[src/rtl/cc_alu.sv]
module cc_alu #(
  parameter int W = 32
) (
  input  logic         clk,
  input  logic         rst_n,
  input  logic [W-1:0] opa,
  input  logic [W-1:0] opb,
  input  logic [3:0]   alu_fn,
  input  logic         cc_we,
  input  logic [3:0]   br_fn,
  output logic [W-1:0] result,
  output logic         flag_of,
  output logic         flag_zf,
  output logic         flag_sf,
  output logic         take_br,
  output logic         bad_fn
);
  localparam int MSB = W - 1;
  localparam logic [3:0] OP_ADD = 4'd0, OP_SUB = 4'd1, OP_AND = 4'd2, OP_XOR = 4'd3;

  logic [W-1:0] sum, dif;
  logic add_ovf, sub_ovf, ovf_n, alu_bad, br_bad, sgn_lt;

  assign sum = opb + opa;
  assign dif = opb - opa;
  assign add_ovf = (opa[MSB] == opb[MSB]) && (sum[MSB] != opa[MSB]);
  assign sub_ovf = (opa[MSB] != opb[MSB]) && (dif[MSB] != opb[MSB]);
  assign alu_bad = alu_fn > OP_XOR;
  assign br_bad  = br_fn > 4'd6;
  assign bad_fn  = alu_bad | br_bad;

  always_comb begin
    result = '0;
    ovf_n  = 1'b0;
    case (alu_fn)
      OP_ADD: begin result = sum; ovf_n = add_ovf; end
      OP_SUB: begin result = dif; ovf_n = sub_ovf; end
      OP_AND: result = opb & opa;
      OP_XOR: result = opb ^ opa;
      default: result = '0;
    endcase
  end

  always_ff @(posedge clk or negedge rst_n) begin
    if (!rst_n) begin
      flag_of <= 1'b0;
      flag_zf <= 1'b1;
      flag_sf <= 1'b0;
    end else if (cc_we && !alu_bad) begin
      flag_of <= ovf_n;
      flag_zf <= (result == '0);
      flag_sf <= result[MSB];
    end
  end

  assign sgn_lt = flag_sf ^ flag_of;

  always_comb begin
    case (br_fn)
      4'd0: take_br = 1'b1;
      4'd1: take_br = sgn_lt | flag_zf;
      4'd2: take_br = sgn_lt;
      4'd3: take_br = flag_zf;
      4'd4: take_br = !flag_zf;
      4'd5: take_br = !sgn_lt;
      4'd6: take_br = !sgn_lt && !flag_zf;
      default: take_br = 1'b0;
    endcase
  end

  a_r3_hold_flags: assert property (@(posedge clk) disable iff (!rst_n)
    !cc_we |=> $stable({flag_of, flag_zf, flag_sf}));

  a_r4_zero_sign: assert property (@(posedge clk) disable iff (!rst_n)
    (cc_we && alu_fn <= OP_XOR) |=>
      (flag_zf == ($past(result) == '0)) && (flag_sf == $past(result[MSB])));

  a_r5_logic_clears_of: assert property (@(posedge clk) disable iff (!rst_n)
    (cc_we && (alu_fn == OP_AND || alu_fn == OP_XOR)) |=> !flag_of);

  a_r6_add_overflow: assert property (@(posedge clk) disable iff (!rst_n)
    (cc_we && alu_fn == OP_ADD) |=>
      flag_of == (($past(opa[MSB]) == $past(opb[MSB])) && ($past(result[MSB]) != $past(opb[MSB]))));

  a_r7_sub_overflow: assert property (@(posedge clk) disable iff (!rst_n)
    (cc_we && alu_fn == OP_SUB) |=>
      flag_of == (($past(opa[MSB]) != $past(opb[MSB])) && ($past(result[MSB]) != $past(opb[MSB]))));

  a_r8_equal: assert property (@(posedge clk) disable iff (!rst_n)
    (br_fn == 4'd3) |-> (take_br == flag_zf));

  a_r8_greater: assert property (@(posedge clk) disable iff (!rst_n)
    (br_fn == 4'd6 && take_br) |-> (!flag_zf && flag_sf == flag_of));

  a_r9_bad_op: assert property (@(posedge clk) disable iff (!rst_n)
    (alu_fn > OP_XOR) |-> (result == '0 && bad_fn));

  a_r9_bad_op_holds: assert property (@(posedge clk) disable iff (!rst_n)
    (alu_fn > OP_XOR) |=> $stable({flag_of, flag_zf, flag_sf}));

  a_r10_bad_cond: assert property (@(posedge clk) disable iff (!rst_n)
    (br_fn > 4'd6) |-> (!take_br && bad_fn));
endmodule

[config.mk]
export PLATFORM = sky130hd
export DESIGN_NAME = cc_alu
export DESIGN_NICKNAME = d
export VERILOG_FILES = /design/src/rtl/cc_alu.sv
export SDC_FILE = /design/constraint.sdc
export NUM_CORES = 1
export LEC_CHECK = 0
export ABC_AREA = 1
export ABC_CLOCK_PERIOD_IN_PS = 2600
export BUFFER_PORTS_ARGS = -buffer_cell sky130_fd_sc_hd__buf_2
export CORE_ASPECT_RATIO = 1.25
export CORE_MARGIN = 2
export CORE_UTILIZATION = 60
export CTS_CLUSTER_SIZE = 24
export DETAILED_ROUTE_END_ITERATION = 6
export PLACE_DENSITY = 0.82
export SLEW_MARGIN = 15
export SYNTH_ARGS = -nofsm -noshare
export SYNTH_HDL_FRONTEND = slang
export SYNTH_SLANG_ARGS = --single-unit
[constraint.sdc]
create_clock -name clk -period 2.6 [get_ports clk]
set_input_delay 0.26 -clock clk [delete_from_list [all_inputs] [get_ports clk]]
set_output_delay 0.26 -clock clk [all_outputs]
set_load 0.05 [all_outputs]
# Word level (Yosys, flattened, before mapping)
# Index checks and enable logic that the tools add are counted.
# Widths: inputs -> output; s select.
# op_classes
n_addsub	2
n_lt_le_gt_ge	2
eq_ne	13
n_mux	3
n_bitwise	5
n_reduce_logical	10
# ops
cell	n
$pmux 32 s4	1
$add 32x32->32	1
$and 32x32->32	1
$logic_not 32->1	1
$sub 32x32->32	1
$xor 32x32->32	1
$eq 4x2->1 const B	4
$eq 4x3->1 const B	3
$eq 4x1->1 const B	2
$logic_not 4->1	2
$pmux 1 s7	1
$gt 4x2->1 const B	1
$gt 4x3->1 const B	1
$logic_and 1x1->1	4
$logic_not 1->1	3
$ne 1x1->1	3
$or 1x1->1	2
$pmux 1 s2	1
$eq 1x1->1	1
$xor 1x1->1	1
# totals
ff_bits	3
out_inout_bits	37

# Logic depth before layout (Yosys ltp)
# Gate-level depths: netlist of the first run.
# depth
ltp_word	4
ltp_mapped	22

# Worst setup path before layout of the first run
# Ideal clock, no wire load.
# synth_path
kind	input-to-reg
from	in opb[0]
to	reg flag_zf
setup_ps	62
arrival_ps	2400
required_ps	2538
slack_ps	138
path_stages	19
path_buffers	0
path_cell_list	inv_1 > ha_1 > inv_1 > fa_1 > nand3_1 > nand2_1 > nand2_1 > nand2_1 > nand2_1 > nand3_1 > nand3_1 > nand3_1 > nor2_1 > nand2_1 > nor2_1 > nand2_1 > nor2_1 > nand2_1 > nand2_1
# synth_between
elab_chain_len	3
elab_cells_between_ends	6
# synth_rtl
element	line	rtl
start: declaration	7	input logic [W-1:0] opb,
$sub 32x32->32 / $add 32x32->32 (equally long branches)	25, 24	
$pmux 32 s4 *	35	case (alu_fn)
via result[16]	11	output logic [W-1:0] result,
$logic_not 32->1 *	51	flag_zf <= (result == '0);
end signal: assignment	51	
end: declaration	13	output logic flag_zf,
# The timed path passes the listed nets; every way through them passes the cells marked *.
# A chain may end at the register's enable or synchronous reset.

# Worst setup path in the final report of the first run
# layout_path
from	in opa[3]
to	out result[20]
# layout_between
elab_chain_len	2
elab_cells_between_ends	3
# layout_rtl
element	line	rtl
start: declaration	6	input logic [W-1:0] opa,
$sub 32x32->32 / $add 32x32->32 (equally long branches)	25, 24	
$pmux 32 s4 *	35	
end: declaration	11	
# Every way passes the cells marked *; elsewhere a longest branch is shown, timed or not.

==> impl_metrics.csv, run 1 <==
group,metric,value,unit
status,status,"finished, violations left",
status,violations,"design-rule violations",
detailed_routing,routed-via-count,8928,
grt,antenna_found_initial,0,
worst_hold_path,hp-class,"in2reg",
cells_and_area,fill_cells,878,
sta,fin_setup_tns,0,ns
die,fp.coreArea,0.0106,mm^2
synth,synth.ff_latch_count,3,
detailed_routing,dr_wl_met3,2130,um
die,pin_count,112,
cells_and_area,final_core_utilization,78.8,%
worst_setup_path,critPathArrivalTime,2.28,ns
placed_design,place.gp.congestion,1.03,
clocking,clkSlewWorstSetupHoldPaths,0.03,ns
power,power.density,277,mW/mm^2
worst_setup_path,timing.critical_path.to_type,"primary output",
clocking,cts_tree,"built",
cells_and_area,insertedDiodeCount,0,
clocking,clk-insertion-delay-late,0.23,ns
cells_and_area,post_route_cells_drive_above_1_share,29.0,%
worst_setup_path,critPathRequiredTime,2.34,ns
power,total_switching_power,0.00133,W
sta,report.final.setup_viol,0,
worst_setup_path,regToRegSetupSlack,1.71,ns
detailed_routing,detailedRoute.firstPassIterationCount,7,
detailed_routing,met2_wirelength,12000,um
worst_hold_path,hold_path_end,"flag_of",
cells_and_area,syn2layout_area_growth,27.3,%
synth,ys_top_cells_by_area,"nand2_1 (22%), inv_1 (14%), ha_1 (12%)",
synth,synth_most_common_cell,"nand2_1",
sta,final_critical_path_required_period,2.54,ns
synth,synthDominantAreaCellType,"nand2_1",
power,p_comb_share,86.7,%
clocking,cts_inserted_buffers,3,
power,vdd_drop_max,0.000190,V
worst_setup_path,regToRegEndpoint,"flag_zf",
die,die-height,121,um
synth,synth.top_cell.area_share,22.4,%
power,clockPowerShare,10.7,%
synth,synthFlopType,"dfrtp_1",
sta,slew_viol_final,0,
synth,syn-instance-count,1271,
power,sequentialPowerShare,2.6,%
die,fp.dieArea,0.0118,mm^2
worst_setup_path,path_common_cell,"nand2_1",
placed_design,placedInstanceArea,0.00784,mm^2
placed_design,total_of_buffers_placed_on_input_and_output_ports,111,
clocking,ctsRootBufferMaster,"clkbuf_16",
synth,asyncSetResetFlopFracSynth,100,%
run,maxCapViolCount,0,
synth,postSynthAreaPerCell,5.17,um^2
worst_setup_path,worstSetupStartpointType,"input pin",
worst_hold_path,timing.hold.worst_path_depth,4,
synth,yosysSeqAreaShare,1.16,%
sta,postLayoutSetupSlackWorst,0.0629,ns
detailed_routing,drt_drc_violations_left,1,
detailed_routing,wl_met1,8670,um
grt,grt_max_degree,31,
sta,clock-skew-final,0,ns
worst_setup_path,critical_path_cell_sequence,"buf_2, inv_1, ha_1, a21oi_1, nand2_1, nand3_1, nand3_2, nand2_1, nand2_1, nand2_1, nand3_1, nand3b_1, clkbuf_4",
die,initial_utilization,61.9,%
detailed_routing,highest_layer,"met4",
synth,unique_cell_type_count_in_the_yosys_netlist,47,
detailed_routing,ant_nets,0,
power,leak_pwr,4.93,nW
worst_setup_path,critPathMaxStageDelay,0.41,ns
detailed_routing,detail_route.wirelength,25000,um
worst_setup_path,reg2reg_depth,2,
clocking,tritoncts_sink_count,3,
worst_setup_path,critical_path.max_fanout,7,
power,internal_power_contribution,0.000994,W
sta,final_worst_path_period_share,97.6,%
clocking,htreeDepth,1,
detailed_routing,avgViaCountPerCell,5.61,
worst_setup_path,critPathKind,"in2out",
cells_and_area,finalNetCount,1601,
synth,ys_warn_count,0,
die,num_rows,42,
grt,grt_pass1_wl,37800,um
cells_and_area,finalInstanceArea,0.00837,mm^2
detailed_routing,drt-wirelength-per-cell,15.7,um
synth,synth.cells.most_frequent,"nand2_1 (392), inv_1 (243), nand3_1 (148)",
placed_design,dp_slack,-0.240,ns
grt,via_count_of_the_first_global_routing_pass,8082,
synth,synth_fp_nets,1412,
placed_design,dp_hpwl,20100,um
die,die_w,97.6,um
worst_setup_path,slowest_stage,"ha_1",
sta,worstMarginPinSlew,0.647,ns
cells_and_area,register_area,76.3,um^2
sta,timing.fmax,0.394,GHz
grt,global_route.overflow_total,0,
grt,groute.usage.overall,39.5,%
sta,final_hold_viol_count,0,
worst_hold_path,min_from,"opb[31]",
sta,timing.max_slew.rel_slack,56.8,%
power,swShare,57.2,%
synth,synth.cell_area,0.00658,mm^2
clocking,clock_path_buffers,2,
detailed_routing,detail_route.iter0.violations,772,
cells_and_area,multiInputGateArea,0.00542,mm^2
worst_setup_path,worstReg2RegStart,"flag_zf",
synth,synth_edf_count,0,
-- power groups by stage --
stage                     clock, W  combinational, W  sequential, W
after global routing      0.000252           0.00217      0.0000609
after global placement           0           0.00181      0.0000593
after CTS                 0.000248           0.00185      0.0000589
after detailed placement         0           0.00183      0.0000594
after floorplan                  0           0.00123      0.0000812
final                     0.000249           0.00201      0.0000605
-- logic make-up after synthesis --
logic type | share of synthesized area, %
buf+inv | 21.4
xor+xnor | 0.533
flops | 1.16
fa+ha+maj | 12.8
compound gates | 9.91
simple gates | 54.2
-- worst max path at each step --
stage	slack (ns)	to	startpoint
floorplan	0.14	flag_zf	opb[0]
global placement	-0.18	flag_zf	opa[0]
detailed placement	-0.24	flag_zf	opa[0]
CTS	0.004	result[22]	opa[19]
global route	-0.07	result[27]	opa[1]
finish	0.06	result[20]	opa[3]
-- metrics by stage --
step | total power [W] | hold slack (ns) | instances
3_5_place_dp | 0.00189 | 0.0615 | 1578
5_1_grt | 0.00248 | 0.392 | 1591
2_1_floorplan | 0.00131 | -0.0356 | 1271
4_1_cts | 0.00215 | 0.374 | 1583
3_3_place_gp | 0.00187 | 0.0599 | 1578
6_report | 0.00232 | 0.372 | 1591
-- what timing repair did --
| action | in CTS | in global routing |
|---|---|---|
| buffers inserted | 0 | 8 |
| endpoints found under the setup margin | 7 | 20 |
| gates resized for setup | 8 | 89 |
| hold buffers | 1 | 0 |
| pin swaps | 0 | 17 |
| hold endpoints to repair | 2 | 0 |
-- worst max-delay path, delay by kind of cell --
family	cells	cell delay (ns)
buf+inv	3	0.40
compound gates	1	0.28
fa+ha+maj	1	0.41
simple gates	8	0.92
-- cell type report --
class	instances	share of cell area (%)
clock buffer	4	0.942
inverter	284	12.8
multi-input combinational	944	64.8
sequential	3	0.912
tap	132	1.97
timing repair buffer	224	18.6
-- cell usage in the layout (no fill, tap or decap), types with 3 or more instances in the layout --
cell type | Yosys | routed
nand2_1 | 392 | 383
inv_1 | 243 | 241
nand3_1 | 148 | 139
buf_4 | 8 | 108
buf_2 | 11 | 98
nor2_1 | 90 | 81
ha_1 | 64 | 42
inv_2 | 37 | 39
a21oi_1 | 42 | 37
nor2_2 | 26 | 32
nand2_2 | 26 | 32
o22ai_1 | 27 | 27
nand4_1 | 22 | 22
o21ai_0 | 20 | 19
nand3_2 | 8 | 16
nor2_4 | 11 | 14
nand2_4 | 10 | 13
ha_4 | 0 | 11
ha_2 | 0 | 11
a21oi_2 | 5 | 10
nand3b_1 | 8 | 8
buf_12 | 0 | 8
nor3_2 | 7 | 7
o21bai_1 | 6 | 6
clkbuf_4 | 0 | 5
buf_6 | 19 | 4
o21ai_1 | 3 | 3
clkinv_1 | 3 | 3
and2_1 | 3 | 3
clkbuf_16 | 0 | 3
-- sequential cells by signal, summed over array words and instances, names as in the netlist --
register	flops
flag_of	1
flag_sf	1
flag_zf	1
-- per-layer routing --
layer  vias up  track usage [%]
met5         -                0
met4         0             26.2
met3       169             3.11
met2       544             71.6
met1      3902             43.8
li1       4313                -
Note: power is estimated with default switching activity, not from simulation.
==> run 2, diff against run 1 <==
--- a/config.mk
+++ b/config.mk
@@ -8,12 +8,14 @@
 export ABC_AREA = 1
 export ABC_CLOCK_PERIOD_IN_PS = 2600
 export BUFFER_PORTS_ARGS = -buffer_cell sky130_fd_sc_hd__buf_2
+export CAP_MARGIN = 0
 export CORE_ASPECT_RATIO = 1.25
 export CORE_MARGIN = 2
 export CORE_UTILIZATION = 60
 export CTS_CLUSTER_SIZE = 24
 export DETAILED_ROUTE_END_ITERATION = 6
 export PLACE_DENSITY = 0.82
+export SETUP_SLACK_MARGIN = 0.5
 export SLEW_MARGIN = 15
 export SYNTH_ARGS = -nofsm -noshare
 export SYNTH_HDL_FRONTEND = slang
==> run 2 against run 1 <==
Net effect:
- the run now fails in global routing
- area after synthesis stayed put
- synthesized cell count stayed put
==> impl_metrics.csv, run 2 <==
group,metric,value,unit
status,status,"aborted with a tool error",
status,stop_stage,"global routing",
status,tool.error,"[ERROR GRT-0116] Global routing finished with congestion. Check the congestion regions in the DRC Viewer.",
synth,synth_top_family_by_area,"simple AND/OR/NAND/NOR gates",
synth,synth.top_cell.area_share,22.4,%
die,num_rows,42,
die,initial_utilization,61.9,%
synth,synthDominantAreaCellType,"nand2_1",
die,die_w,97.6,um
clocking,ctsRootBufferMaster,"clkbuf_16",
die,die-height,121,um
synth,synth-compound-area-share,9.91,%
placed_design,placedInstanceArea,0.00805,mm^2
placed_design,total_of_buffers_placed_on_input_and_output_ports,111,
synth,synth_most_common_cell,"nand2_1",
synth,synth_fp_nets,1412,
synth,synthXorXnorAreaFrac,0.533,%
synth,synth.area.mux_share,0,%
grt,grt_max_degree,31,
synth,synth.ff_latch_count,3,
synth,synthFlopType,"dfrtp_1",
clocking,htreeDepth,1,
synth,yosys.area_share.adder,12.8,%
grt,groute.usage.overall,83.5,%
synth,asyncSetResetFlopFracSynth,100,%
die,pin_count,112,
grt,global_route.overflow_total,229,
synth,synth_edf_count,0,
synth,synth.cells.most_frequent,"nand2_1 (392), inv_1 (243), nand3_1 (148)",
grt,grt_pass1_wl,78900,um
synth,postSynthAreaPerCell,5.17,um^2
synth,yosysSeqAreaShare,1.16,%
placed_design,dp_slack,-0.0882,ns
synth,synth.cell_area,0.00658,mm^2
placed_design,place.gp.congestion,1.10,
grt,via_count_of_the_first_global_routing_pass,13400,
clocking,cts_inserted_buffers,3,
clocking,tritoncts_sink_count,3,
clocking,clock_path_buffers,2,
placed_design,dp_hpwl,21900,um
synth,ys_warn_count,0,
synth,syn-instance-count,1271,
synth,ys_top_cells_by_area,"nand2_1 (22%), inv_1 (14%), ha_1 (12%)",
synth,unique_cell_type_count_in_the_yosys_netlist,47,
synth,synthSimpleGateAreaFrac,54.2,%
[run 2: logic make-up after synthesis]
kind of cell | after synthesis
adders and majority gates | 66
AOI/OAI and AO/OA | 112
xor gates and xnor gates | 4
and+or+nand+nor | 762
DFF | 3
buffers and inverters | 324
[run 2: per-stage QoR]
stage | utilization (%) | hold WS, ns | setup TNS [ns] | instances
4_1_cts | 95.6 | 0.362 | 0 | 1660
3_5_place_dp | 75.8 | 0.0622 | -0.247 | 1602
3_3_place_gp | 75.8 | 0.0632 | -0.0791 | 1602
2_1_floorplan | - | -0.0356 | 0 | 1271
[run 2: timing repair]
item                       4_1_cts
setup endpoints to repair       32
hold endpoints to repair         2
resized for setup              419
hold buffers                     1
pin swaps                      148
setup buffers                   53
[run 2: per-layer routing]
metal,global-route usage (%),overflow
met2,103,131
met3,66.9,5
met5,30.8,0
met1,78.3,1
met4,93.1,92
==> run 3, diff against run 2 <==
--- a/config.mk
+++ b/config.mk
@@ -9,13 +9,10 @@
 export ABC_CLOCK_PERIOD_IN_PS = 2600
 export BUFFER_PORTS_ARGS = -buffer_cell sky130_fd_sc_hd__buf_2
 export CAP_MARGIN = 0
-export CORE_ASPECT_RATIO = 1.25
 export CORE_MARGIN = 2
-export CORE_UTILIZATION = 60
-export CTS_CLUSTER_SIZE = 24
+export CORE_UTILIZATION = 40
 export DETAILED_ROUTE_END_ITERATION = 6
-export PLACE_DENSITY = 0.82
-export SETUP_SLACK_MARGIN = 0.5
+export PLACE_DENSITY_LB_ADDON = 0.15
 export SLEW_MARGIN = 15
 export SYNTH_ARGS = -nofsm -noshare
 export SYNTH_HDL_FRONTEND = slang
==> run 3 against run 2 <==
Net effect:
- the run now ends clean
==> impl_metrics.csv, run 3 (synthesis results as in run 1) <==
group,metric,value,unit
status,status,"finished, final reports clean",
sta,slew_viol_final,0,
detailed_routing,ant_nets,0,
placed_design,dp_hpwl,21700,um
cells_and_area,post_route_cells_drive_above_1_share,32.1,%
worst_hold_path,hp-class,"in2async",
clocking,ctsRootBufferMaster,"clkbuf_16",
grt,groute.usage.overall,27.6,%
placed_design,place.gp.congestion,1.03,
worst_setup_path,critPathMaxStageDelay,0.35,ns
worst_setup_path,critical_path.max_fanout,4,
sta,worstMarginPinSlew,0.427,ns
cells_and_area,finalNetCount,1656,
power,leak_pwr,5.23,nW
detailed_routing,detailedRoute.firstPassIterationCount,5,
sta,timing.fmax,0.397,GHz
cells_and_area,largestRegisters,"flag_of: 1 flops, flag_sf: 1 flops, flag_zf: 1 flops",
cells_and_area,final_cell_count_without_fillers,1730,
sta,timing.max_slew.rel_slack,71.3,%
detailed_routing,routed-via-count,8634,
worst_setup_path,critical_path_depth,15,
detailed_routing,avgViaCountPerCell,4.99,
detailed_routing,drt-wirelength-per-cell,14.6,um
cells_and_area,final_common_cell,"nand2_1",
clocking,cts_tree,"built",
sta,final_hold_viol_count,0,
worst_setup_path,critPathRequiredTime,2.34,ns
worst_setup_path,cell_family_contributing_the_most_delay_on_the_critical_path,"simple AND/OR/NAND/NOR gates",
worst_setup_path,critical_path_cell_sequence,"buf_2, ha_1, fa_2, nand2_2, nand2_2, nand2_1, inv_1, nand2_2, nand3_2, nand2_1, nand2_1, nand2_1, nand3_1, nand3b_1, buf_6",
placed_design,total_of_buffers_placed_on_input_and_output_ports,111,
clocking,clk-insertion-delay-late,0.23,ns
grt,antenna_found_initial,0,
worst_setup_path,worstSetupStartpointType,"input pin",
grt,grt_pass1_wl,38900,um
worst_setup_path,critPathKind,"in2out",
sta,rsz0062_at_grt,"true",
die,fp.coreArea,0.0160,mm^2
grt,grt_max_degree,28,
die,die-height,132,um
cells_and_area,most-common-layout-cells,"nand2_1 (376), inv_1 (242), buf_4 (161)",
sta,clock-skew-final,0,ns
detailed_routing,detail_route.iter0.violations,690,
clocking,cts_inserted_buffers,3,
sta,fin_setup_tns,0,ns
grt,via_count_of_the_first_global_routing_pass,7681,
clocking,clkSlewWorstSetupHoldPaths,0.03,ns
detailed_routing,drt_drc_violations_left,0,
sta,holdWs,0.356,ns
worst_setup_path,slowest_stage,"fa_2",
clocking,tritoncts_sink_count,3,
sta,final_critical_path_required_period,2.52,ns
die,fp.dieArea,0.0175,mm^2
power,power.density,268,mW/mm^2
worst_setup_path,critPathArrivalTime,2.26,ns
sta,final_worst_path_period_share,96.8,%
clocking,htreeDepth,1,
die,pin_count,112,
detailed_routing,detail_route.wirelength,25300,um
placed_design,placed_cells_incl_taps,1721,
worst_setup_path,reg2reg_depth,2,
grt,global_route.overflow_total,0,
cells_and_area,syn2layout_area_growth,36.9,%
die,num_rows,46,
worst_setup_path,path_buf_inv,3,
worst_setup_path,path_common_cell,"nand2_1",
power,vdd_drop_max,0.000350,V
sta,report.final.setup_viol,0,
worst_setup_path,timing.critical_path.to_type,"primary output",
run,maxCapViolCount,0,
die,die_w,132,um
clocking,clock_path_buffers,2,
cells_and_area,insertedDiodeCount,0,
die,initial_utilization,41.1,%
run 3: area by class of cell:
type / count / area [um^2]
fillers: 1776 / 7000
multi-input cells: 944 / 5470
repair buffers: 279 / 2040
inverters: 284 / 1070
well taps: 216 / 270
clock buffers: 4 / 78.8
flip-flops and latches: 3 / 76.3
run 3: stage by stage:
step	util (%)	power (W)	worst slack, ns	cell area [um^2]
final	56.2	0.00241	0.0837	9000
after global routing	56.2	0.00260	-0.0361	9000
after CTS	53.6	0.00228	0.00162	8580
after detailed placement	52.7	0.00201	-0.185	8440
after global placement	52.7	0.00200	-0.223	8440
after floorplan	-	0.00131	0.138	6580
run 3: layer usage:
metal | global-route usage [%] | part of all wire [%] | up-vias
met4 | 5.91 | 2.1 | 0
met3 | 0.923 | 6.8 | 31
met1 | 39.3 | 46 | 3884
li1 | - | - | 4414
met5 | 0 | 0 | -
met2 | 46.6 | 45 | 305
run 3: what timing repair did:
item	CTS	global route
gates cloned	0	0
buffers inserted	0	4
pin swaps	0	18
gates resized for setup	14	105
endpoints found under the setup margin	11	21
hold buffers	1	0
hold endpoints to repair	2	0
run 3: report_power, final:
group	switching, W	internal, W
clock	0.0000452	0.000203
combinational	0.00128	0.000825
sequential	0.00000581	0.0000538
run 3: path summary, 6_finish.rpt:
path                              start  slack, ns          to
worst max-delay path             opa[0]       0.08  result[20]
worst min-delay path              rst_n       0.36     flag_of
worst max register to register  flag_zf       1.77     flag_zf
worst min register to register  flag_zf       0.57     flag_zf
max in group asynchronous         rst_n       2.05     flag_zf
min in group clk                opa[31]       0.39     flag_of
